$ cat config.mk
export PLATFORM = sky130hd
export DESIGN_NAME = pwm_timer8
export DESIGN_NICKNAME = d
export VERILOG_FILES = /design/src/rtl/pwm_timer_pkg.sv /design/src/rtl/ptmr_prescaler.sv /design/src/rtl/ptmr_counter.sv /design/src/rtl/ptmr_wavegen.sv /design/src/rtl/pwm_timer8.sv
export SDC_FILE = /design/constraint.sdc
export NUM_CORES = 1
export LEC_CHECK = 0
export ABC_AREA = 1
export ABC_CLOCK_PERIOD_IN_PS = 2000
export BUFFER_PORTS_ARGS = -buffer_cell sky130_fd_sc_hd__clkbuf_2
export CAP_MARGIN = 20
export CORE_UTILIZATION = 59
export CTS_CLUSTER_SIZE = 30
export DETAILED_ROUTE_END_ITERATION = 6
export GPL_TIMING_DRIVEN = 0
export PLACE_DENSITY = 0.79
export SYNTH_ARGS = -nofsm -noshare
export SYNTH_HDL_FRONTEND = slang
export SYNTH_HIERARCHICAL = 1
export SYNTH_SLANG_ARGS = --single-unit
$ cat constraint.sdc
create_clock -name clk -period 2 [get_ports clk]
set_clock_uncertainty 0.2 [all_clocks]
set_input_delay 0.3 -clock clk [delete_from_list [all_inputs] [get_ports clk]]
set_output_delay 0.3 -clock clk [all_outputs]
set_load 0.02 [all_outputs]
$ cat src/rtl/pwm_timer_pkg.sv
package pwm_timer_pkg;

  typedef enum logic [1:0] {
    OM_IDLE0  = 2'd0,
    OM_IDLE1  = 2'd1,
    OM_NONINV = 2'd2,
    OM_INV    = 2'd3
  } outmode_e;

  typedef enum logic [1:0] {
    ADDR_CMP  = 2'd0,
    ADDR_CFG  = 2'd1,
    ADDR_FLAG = 2'd2,
    ADDR_NONE = 2'd3
  } regaddr_e;

  // log2 of the divide ratio for each select code; -1 means stopped
  function automatic int presc_shift(input logic [2:0] sel);
    case (sel)
      3'd1:    return 0;
      3'd2:    return 3;
      3'd3:    return 6;
      3'd4:    return 8;
      3'd5:    return 10;
      default: return -1;
    endcase
  endfunction

endpackage

$ cat src/rtl/ptmr_prescaler.sv
module ptmr_prescaler
  import pwm_timer_pkg::*;
#(
  parameter int DIV_W = 10
) (
  input  logic       clk,
  input  logic       rst_n,
  input  logic [2:0] sel,
  input  logic       restart,
  output logic       tick
);

  logic [DIV_W-1:0] div_q, div_d, limit;
  logic             run;
  int               sh;

  always_comb begin
    sh    = presc_shift(sel);
    run   = (sh >= 0);
    limit = run ? ((DIV_W'(1) << sh) - DIV_W'(1)) : '0;
    tick  = run && (div_q == limit);
  end

  always_comb begin
    if (restart || !run)   div_d = '0;
    else if (div_q == limit) div_d = '0;
    else                     div_d = div_q + DIV_W'(1);
  end

  always_ff @(posedge clk or negedge rst_n) begin
    if (!rst_n) div_q <= '0;
    else        div_q <= div_d;
  end

endmodule

$ cat src/rtl/ptmr_counter.sv
module ptmr_counter #(
  parameter int CNT_W = 8
) (
  input  logic             clk,
  input  logic             rst_n,
  input  logic             tick,
  output logic [CNT_W-1:0] cnt,
  output logic             wrap
);

  localparam logic [CNT_W-1:0] TOP = {CNT_W{1'b1}};

  logic [CNT_W-1:0] cnt_d;

  always_comb begin
    wrap  = tick && (cnt == TOP);
    cnt_d = tick ? cnt + CNT_W'(1) : cnt;
  end

  always_ff @(posedge clk or negedge rst_n) begin
    if (!rst_n) cnt <= '0;
    else        cnt <= cnt_d;
  end

endmodule

$ cat src/rtl/ptmr_wavegen.sv
module ptmr_wavegen #(
  parameter int CNT_W = 8
) (
  input  logic             clk,
  input  logic             rst_n,
  input  logic             tick,
  input  logic             wrap,
  input  logic [CNT_W-1:0] cnt,
  input  logic [CNT_W-1:0] hold_val,
  output logic [CNT_W-1:0] ocr_act,
  output logic             wave,
  output logic             match
);

  logic [CNT_W-1:0] ocr_d;
  logic             wave_d;

  always_comb begin
    match  = tick && (cnt == ocr_act);
    ocr_d  = wrap ? hold_val : ocr_act;
    // set at the start of a period wins over a match on the last count
    if (wrap)       wave_d = 1'b1;
    else if (match) wave_d = 1'b0;
    else            wave_d = wave;
  end

  always_ff @(posedge clk or negedge rst_n) begin
    if (!rst_n) begin
      ocr_act <= '0;
      wave    <= 1'b1;
    end else begin
      ocr_act <= ocr_d;
      wave    <= wave_d;
    end
  end

endmodule

$ cat src/rtl/pwm_timer8.sv
module pwm_timer8
  import pwm_timer_pkg::*;
#(
  parameter int CNT_W = 8,
  parameter int DIV_W = 10
) (
  input  logic             clk,
  input  logic             rst_n,
  input  logic             wr_en,
  input  logic [1:0]       wr_addr,
  input  logic [CNT_W-1:0] wr_data,
  input  logic             oe,
  output logic             pwm_out,
  output logic             ovf_flag,
  output logic             cmp_flag
);

  localparam int SYNC_STAGES = 2;

  logic [SYNC_STAGES-1:0] rst_pipe;
  logic                   rst_sync_n;

  always_ff @(posedge clk or negedge rst_n) begin
    if (!rst_n) rst_pipe <= '0;
    else        rst_pipe <= {rst_pipe[SYNC_STAGES-2:0], 1'b1};
  end
  assign rst_sync_n = rst_pipe[SYNC_STAGES-1];

  logic             wr_cmp, wr_cfg, wr_flg;
  logic             clr_ovf, clr_cmp, restart;
  logic [2:0]       sel_q, sel_d;
  outmode_e         mode_q, mode_d;
  logic [CNT_W-1:0] hold_q, hold_d;
  logic             ovf_d, cmp_d;
  logic             tick, wrap, match, wave, pol;
  logic [CNT_W-1:0] cnt, ocr_act;
  logic             unused_bits;

  always_comb begin
    wr_cmp  = wr_en && (wr_addr == ADDR_CMP);
    wr_cfg  = wr_en && (wr_addr == ADDR_CFG);
    wr_flg  = wr_en && (wr_addr == ADDR_FLAG);
    clr_ovf = wr_flg && wr_data[0];
    clr_cmp = wr_flg && wr_data[1];
    restart = wr_cfg && (wr_data[2:0] != sel_q);
    sel_d   = wr_cfg ? wr_data[2:0] : sel_q;
    mode_d  = wr_cfg ? outmode_e'(wr_data[5:4]) : mode_q;
    hold_d  = wr_cmp ? wr_data : hold_q;
    ovf_d   = wrap  || (ovf_flag && !clr_ovf);
    cmp_d   = match || (cmp_flag && !clr_cmp);
  end

  assign unused_bits = ^{wr_data[CNT_W-1:6], wr_data[3]};

  always_ff @(posedge clk or negedge rst_sync_n) begin
    if (!rst_sync_n) begin
      sel_q    <= '0;
      mode_q   <= OM_IDLE0;
      hold_q   <= '0;
      ovf_flag <= 1'b0;
      cmp_flag <= 1'b0;
    end else begin
      sel_q    <= sel_d;
      mode_q   <= mode_d;
      hold_q   <= hold_d;
      ovf_flag <= ovf_d;
      cmp_flag <= cmp_d;
    end
  end

  ptmr_prescaler #(.DIV_W(DIV_W)) u_presc (
    .clk     (clk),
    .rst_n   (rst_sync_n),
    .sel     (sel_q),
    .restart (restart),
    .tick    (tick)
  );

  ptmr_counter #(.CNT_W(CNT_W)) u_cnt (
    .clk   (clk),
    .rst_n (rst_sync_n),
    .tick  (tick),
    .cnt   (cnt),
    .wrap  (wrap)
  );

  ptmr_wavegen #(.CNT_W(CNT_W)) u_wave (
    .clk      (clk),
    .rst_n    (rst_sync_n),
    .tick     (tick),
    .wrap     (wrap),
    .cnt      (cnt),
    .hold_val (hold_q),
    .ocr_act  (ocr_act),
    .wave     (wave),
    .match    (match)
  );

  always_comb begin
    case (mode_q)
      OM_NONINV: pol = wave;
      OM_INV:    pol = ~wave;
      default:   pol = 1'b0;
    endcase
    pwm_out = oe && pol;
  end

endmodule

==> flow_summary.toml, run 1 <==
[timing]
grt_setup_unrepaired = "true"
timing.final.crit_share_pct = 139
worstMarginPinSlew_ps = 551
setup_slack_ps = -789
slew_headroom_pct = 63.2
max_freq_ghz = 0.359
drv_slew = 0
setup-tns-final_ps = -13440
hold_viol_final = 0
post-route-min-period_ps = 2790
setup_viol = 29

[floorplan]
initial_core_util_pct = 63.7
die_w_um = 66.0
core_um2 = 3800
die_h_um = 66.0
rows = 22
io_pins = 17
dieArea_um2 = 4360

[power_and_ir_drop]
p_int_uw = 1610
pwr-share-comb_pct = 34.5
ir_drop_uv = 586
switching_share_pct = 36.8
power_uw = 2550
leakagePower_uw = 0.00153
pwr-share-clk_pct = 21.2
seq_power_share_pct = 44.3
power_switching_uw = 939
p_per_area_nw_per_um2 = 857

[yosys]
synth_top_area_share_pct = 44.5
synth_area_leaders = "dfrtp_1 (44%), nand2_1 (14%), inv_1 (6.7%), nand3_1 (4.3%), o21ai_2 (3.6%)"
ys.flop_type = "dfrtp_1"
synthTopCellsByCount = "nand2_1 (87), dfrtp_1 (43), inv_1 (43)"
yosysTopAreaCell = "dfrtp_1"
yosysWarningCount = 6
synth_edf_count = 0
yosys.cell_types.count = 31
syn_area_per_cell_um2 = 7.93
yosysMostFrequentCell = "nand2_1"
syn_area_um2 = 2420
synth-async-reset-ratio_pct = 100
ys_seq_area_share_pct = 45.6
syn-num-nets = 323
ys_seq_elements = 44
syn_inst = 305

[grt]
grt_max_degree = 31
grt_pass1_vias = 1947
antenna_found_initial = 0
gr-total-overflow = 0
gr-usage-all-layers_pct = 26.3
grt_first_pass_wirelength_um = 8530

[status]
outcome = "finished, violations left"
violations = "setup timing"

[layout]
diodes = 0
drive_gt1_share_pct = 31.4
nFillCells = 240
seq_area_um2 = 1110
stdcell_area_um2 = 2980
area_growth_pct = 23.2
final_nets = 371
multi_input_area_um2 = 1200

[clock_tree]
clk_latency_ps = 300
clock_sinks = 44
clock_path_buffers = 2
cts_root_buffer = "clkbuf_8"
cts_buffers = 5
htree_levels = 2
tritoncts = "yes"
clk_pin_slew_ps = 80

[min_path]
hold_path_class = "reg2async"

[detailed_routing]
ant_nets = 0
drc_errors = 0
viasPerCell = 5.33
drt_iter0_markers = 166
drt_pass1_iterations = 4
via_count = 2142
drt_wl_total_um = 5310
wl_per_cell_um = 13.2

[worst_setup_path]
timing.rr.end = "u_wave/ocr_act[0]"
critPathKind = "reg2reg"
cp.arrival_ps = 2820
critPathLaunchType = "flop"
rr_startpoint = "sel_q[1]"
crit_fanout = 7
reg2regPathDepth = 16
ff2ff_setup_slack_ps = -790
cp_data_required_time_ps = 2030
endpoint_kind = "flop"

[place]
routabilityCongestion = 0.861
dp_hpwl_um = 3440
post_dp_cell_area_um2 = 2620
numPortBuffers = 16

[flow_run]
drv_cap = 0
==> sequential cells by signal, indices dropped and copies added, names as in the netlist <==
signal,cells
mode_q,2
rst_pipe,2
ovf_flag,1
u_wave/ocr_act,8
u_cnt/cnt,8
hold_q,8
cmp_flag,1
u_presc/div_q,10
u_wave/wave,1
sel_q,3
==> logic make-up (layout without fill, tap and decap cells) <==
logic type | count (synthesis) | in the layout | synth area share [%]
simple gates | 164 | 165 | 30.9
buf+inv | 51 | 99 | 8.64
flops | 44 | 44 | 45.6
compound gates | 33 | 33 | 9.67
xor+xnor | 7 | 7 | 2.53
fa+ha+maj | 4 | 4 | 2.07
other cells | 1 | 1 | 0.155
mux | 1 | 1 | 0.466
==> cell type report <==
cell class                 count  area share, %
buffer                         4           1.30
clock buffer                   7           2.56
clock inverter                 1          0.168
inverter                      47           6.09
multi-input combinational    211           40.4
sequential                    44           37.1
tap                           48           2.02
timing repair buffer          40           10.3
==> placed cells by master (no fill, tap or decap), types with 2 or more instances in the layout <==
master / instances
nor3_1: 2
xnor2_1: 2
inv_4: 2
o21ai_1: 5
nand2_1: 80
buf_6: 11
inv_1: 40
o21ai_0: 6
xor2_1: 5
nand2_2: 12
dfrtp_1: 40
clkbuf_2: 16
o21ai_2: 15
clkbuf_8: 5
nand3_2: 4
nand3_1: 21
ha_1: 3
nand4_1: 9
o31ai_1: 2
nor2_1: 20
nor2_2: 7
or2_2: 2
nor2_4: 5
dlygate4sd3_1: 2
clkbuf_1: 2
buf_4: 13
dfrtp_2: 3
inv_2: 5
==> routing by layer <==
layer  vias up  GRT usage (%)  part of all wire, %
met1      1015           33.9                   44
met3         9           6.72                  4.8
met5         -              0                    0
li1       1060              -                    -
met2        58           42.7                   49
met4         0           9.04                  1.4
==> critical path: stages, from the launching register on <==
cell     delay [ps]
dfrtp_2         450
buf_6           150
ha_1            200
inv_2            70
nand4_1         120
nand3_1         130
nand2_1          80
nor2_2          100
nand3_2         110
nor3_4          190
nand2_2         110
nor2_4          110
nand4_1         170
nor2_4          250
buf_6           170
nand2_2          50
o21ai_1          60
==> metrics by stage <==
stage	cells	utilization [%]	hold WS [ps]	worst slack, ps
after floorplan	305	-	-196	-750
after global placement	369	68.4	-114	-1090
after detailed placement	370	68.9	-105	-1160
after CTS	397	75.8	23.5	-710
after global routing	402	78.5	43.0	-960
final	402	78.5	24.1	-789
==> power groups by stage <==
| stage | Sequential [uW] | Combinational [uW] | Clock [uW] |
|---|---|---|---|
| floorplan | 1120 | 527 | 0 |
| global placement | 1150 | 615 | 0 |
| detailed placement | 1140 | 657 | 0 |
| CTS | 1110 | 787 | 551 |
| global route | 1150 | 972 | 584 |
| finish | 1130 | 881 | 542 |
==> worst max-delay path by stage <==
stage	start	end	slack, ps	cells after the start
2_1_floorplan	sel_q[1]	u_wave/ocr_act[5]	-750	17
3_3_place_gp	sel_q[1]	u_wave/ocr_act[3]	-1090	17
3_5_place_dp	sel_q[1]	u_wave/ocr_act[5]	-1160	17
4_1_cts	sel_q[1]	u_wave/ocr_act[7]	-710	17
5_1_grt	sel_q[1]	u_wave/ocr_act[5]	-960	17
6_report	sel_q[1]	u_wave/ocr_act[0]	-790	16
==> repair_timing <==
item                       4_1_cts  5_1_grt
hold buffers                     2        0
hold endpoints to repair        14        0
pin swaps                       17        6
gates cloned                     2        0
setup buffers                   15        5
setup endpoints to repair       29       29
resized for setup               14       22
(Power assumes the default switching activity.)
==> run 2, diff against run 1 <==
ABC_CLOCK_PERIOD_IN_PS = 2250   (was 2000)
CORE_UTILIZATION = 54   (was 59)
PLACE_DENSITY = 0.76   (was 0.79)
clock period = 2.25 ns   (was 2 ns; I/O delays follow)
==> run 2 against run 1 <==
Compared with the run above: the run still ends with setup timing left; global-route usage fell by 2.5 points; sequential share of layout area up 1.3 points; setup slack improved by 370 ps; cell count down 1.0%; flip-flop and latch count is the same; hold slack improved by 9.5 ps; largest cell class unchanged; largest power group unchanged.
==> flow_summary.toml, run 2 (synthesis results as in run 1) <==
[grt]
grt_max_degree = 35
grt_pass1_vias = 1953
antenna_found_initial = 0
grt_first_pass_wirelength_um = 8230
gr-total-overflow = 0
gr-usage-all-layers_pct = 23.8

[power_and_ir_drop]
p_int_uw = 1390
switching_share_pct = 35.3
p_per_area_nw_per_um2 = 744
ir_drop_uv = 467
leakagePower_uw = 0.00147
power_switching_uw = 756
pwr-share-clk_pct = 22.1
pwr-share-comb_pct = 31.8
power_uw = 2140
seq_power_share_pct = 46.2

[layout]
drive_gt1_share_pct = 27.3
seq_area_um2 = 1110
layout_commonest_cell = "nand2_1"
stdcell_area_um2 = 2880
regMostFlops = "u_presc/div_q"
nFillCells = 342
multi_input_area_um2 = 1160
area_growth_pct = 19.1
layout.cells.non_filler = 398
largest_register_ffs = 10
final_nets = 365
final_util_pct = 69.5
diodes = 0
final_cell_mix = "nand2_1 (84), inv_1 (41), dfrtp_1 (39)"

[clock_tree]
clk_latency_ps = 290
htree_levels = 2
clock_sinks = 44
cts_root_buffer = "clkbuf_8"
cts_buffers = 5
clk_pin_slew_ps = 80
clock_path_buffers = 2
tritoncts = "yes"

[timing]
setup_viol = 17
grt_setup_unrepaired = "true"
drv_slew = 0
post-route-min-period_ps = 2660
hold_viol_final = 0
setup_slack_ps = -415
max_freq_ghz = 0.375
timing.final.crit_share_pct = 118

[place]
routabilityCongestion = 0.865
dp_hpwl_um = 3360
place_ws_ps = -866
post_dp_cell_area_um2 = 2620
placed_cells = 372
numPortBuffers = 16

[detailed_routing]
drt_pass1_iterations = 5
via_count = 2034
ant_nets = 0
wl_per_cell_um = 11.8
drc_errors = 0
viasPerCell = 5.11
drt_wl_total_um = 4700
drt_iter0_markers = 136

[floorplan]
core_um2 = 4140
io_pins = 17
dieArea_um2 = 4750
initial_core_util_pct = 58.4
die_h_um = 68.9
die_w_um = 68.9
rows = 23

[worst_setup_path]
startpoint = "sel_q[2]"
cp_data_required_time_ps = 2270
critPathLaunchType = "flop"
crit_fanout = 7
endpoint_kind = "flop"
slowest_stage = "dfrtp_2"
worstPathCellList = "ha_4 -> inv_2 -> o21ai_1 -> nand3_1 -> nor2_1 -> nand2_1 -> nor2_1 -> nand3_2 -> nor3_4 -> nand2_2 -> nor2_4 -> nand4_1 -> nor2_4 -> buf_6 -> nand2_1 -> o21ai_1"
critPathKind = "reg2reg"
cp.arrival_ps = 2690
rr_startpoint = "sel_q[2]"
max_stage_delay_ps = 440

[status]
outcome = "finished, violations left"
violations = "setup timing"

[flow_run]
drv_cap = 0

[min_path]
hold_path_class = "reg2async"
## run 2: area by class of cell
class / count / share of cell area [%]
buffer: 4 / 1.35
clock buffer: 7 / 2.65
clock inverter: 1 / 0.174
inverter: 47 / 6.30
multi-input combinational: 210 / 40.2
sequential: 44 / 38.4
tap: 50 / 2.17
timing repair buffer: 35 / 8.73
## run 2: per-layer routing
| layer | share of wire (%) | track usage, % | wire length (um) | vias up |
|---|---|---|---|---|
| li1 | - | - | - | 1046 |
| met1 | 49 | 30.4 | 2300 | 944 |
| met2 | 47 | 40.0 | 2200 | 38 |
| met3 | 3.2 | 4.93 | 149 | 6 |
| met4 | 1.1 | 7.40 | 50 | 0 |
| met5 | 0 | 0 | 0 | - |
## run 2: repair_timing
item,in CTS,in global routing
setup endpoints to repair,19,19
pin swaps,14,3
hold buffers,2,0
endpoints found under the hold margin,10,0
resized for setup,12,7
cloned,1,0
setup buffers,16,2
## run 2: worst max-delay path: cells and delay by family (launching register included)
kind / cells / cell delay (ps)
AND/OR/NAND/NOR: 11 / 1290
adder cells (fa/ha/maj): 1 / 300
flip-flops: 1 / 440
buffers and inverters: 2 / 190
AO/OA/AOI/OAI: 2 / 180
## run 2: stage by stage
stage	hold slack (ps)	setup TNS, ps
2_1_floorplan	-158	-5750
3_3_place_gp	-76.6	-10770
3_5_place_dp	-74.7	-11340
4_1_cts	41.9	-4520
5_1_grt	66.1	-7680
6_report	33.6	-4690
## run 2: final timing paths
check	end	slack [ps]	depth (start not counted)
max	u_wave/ocr_act[3]	-410	16
min	u_presc/div_q[3]	30	1
max reg2reg	u_wave/ocr_act[3]	-410	16
min reg2reg	u_presc/div_q[3]	30	1
max in group asynchronous	u_presc/div_q[7]	1040	1
min in group clk	hold_q[3]	70	3
## run 2: power groups by stage
stage	registers (uW)	clock network, uW	logic, uW
after floorplan	993	0	468
after global placement	1020	0	546
after detailed placement	1010	0	587
after CTS	987	495	683
after global routing	1000	525	760
final	989	473	681
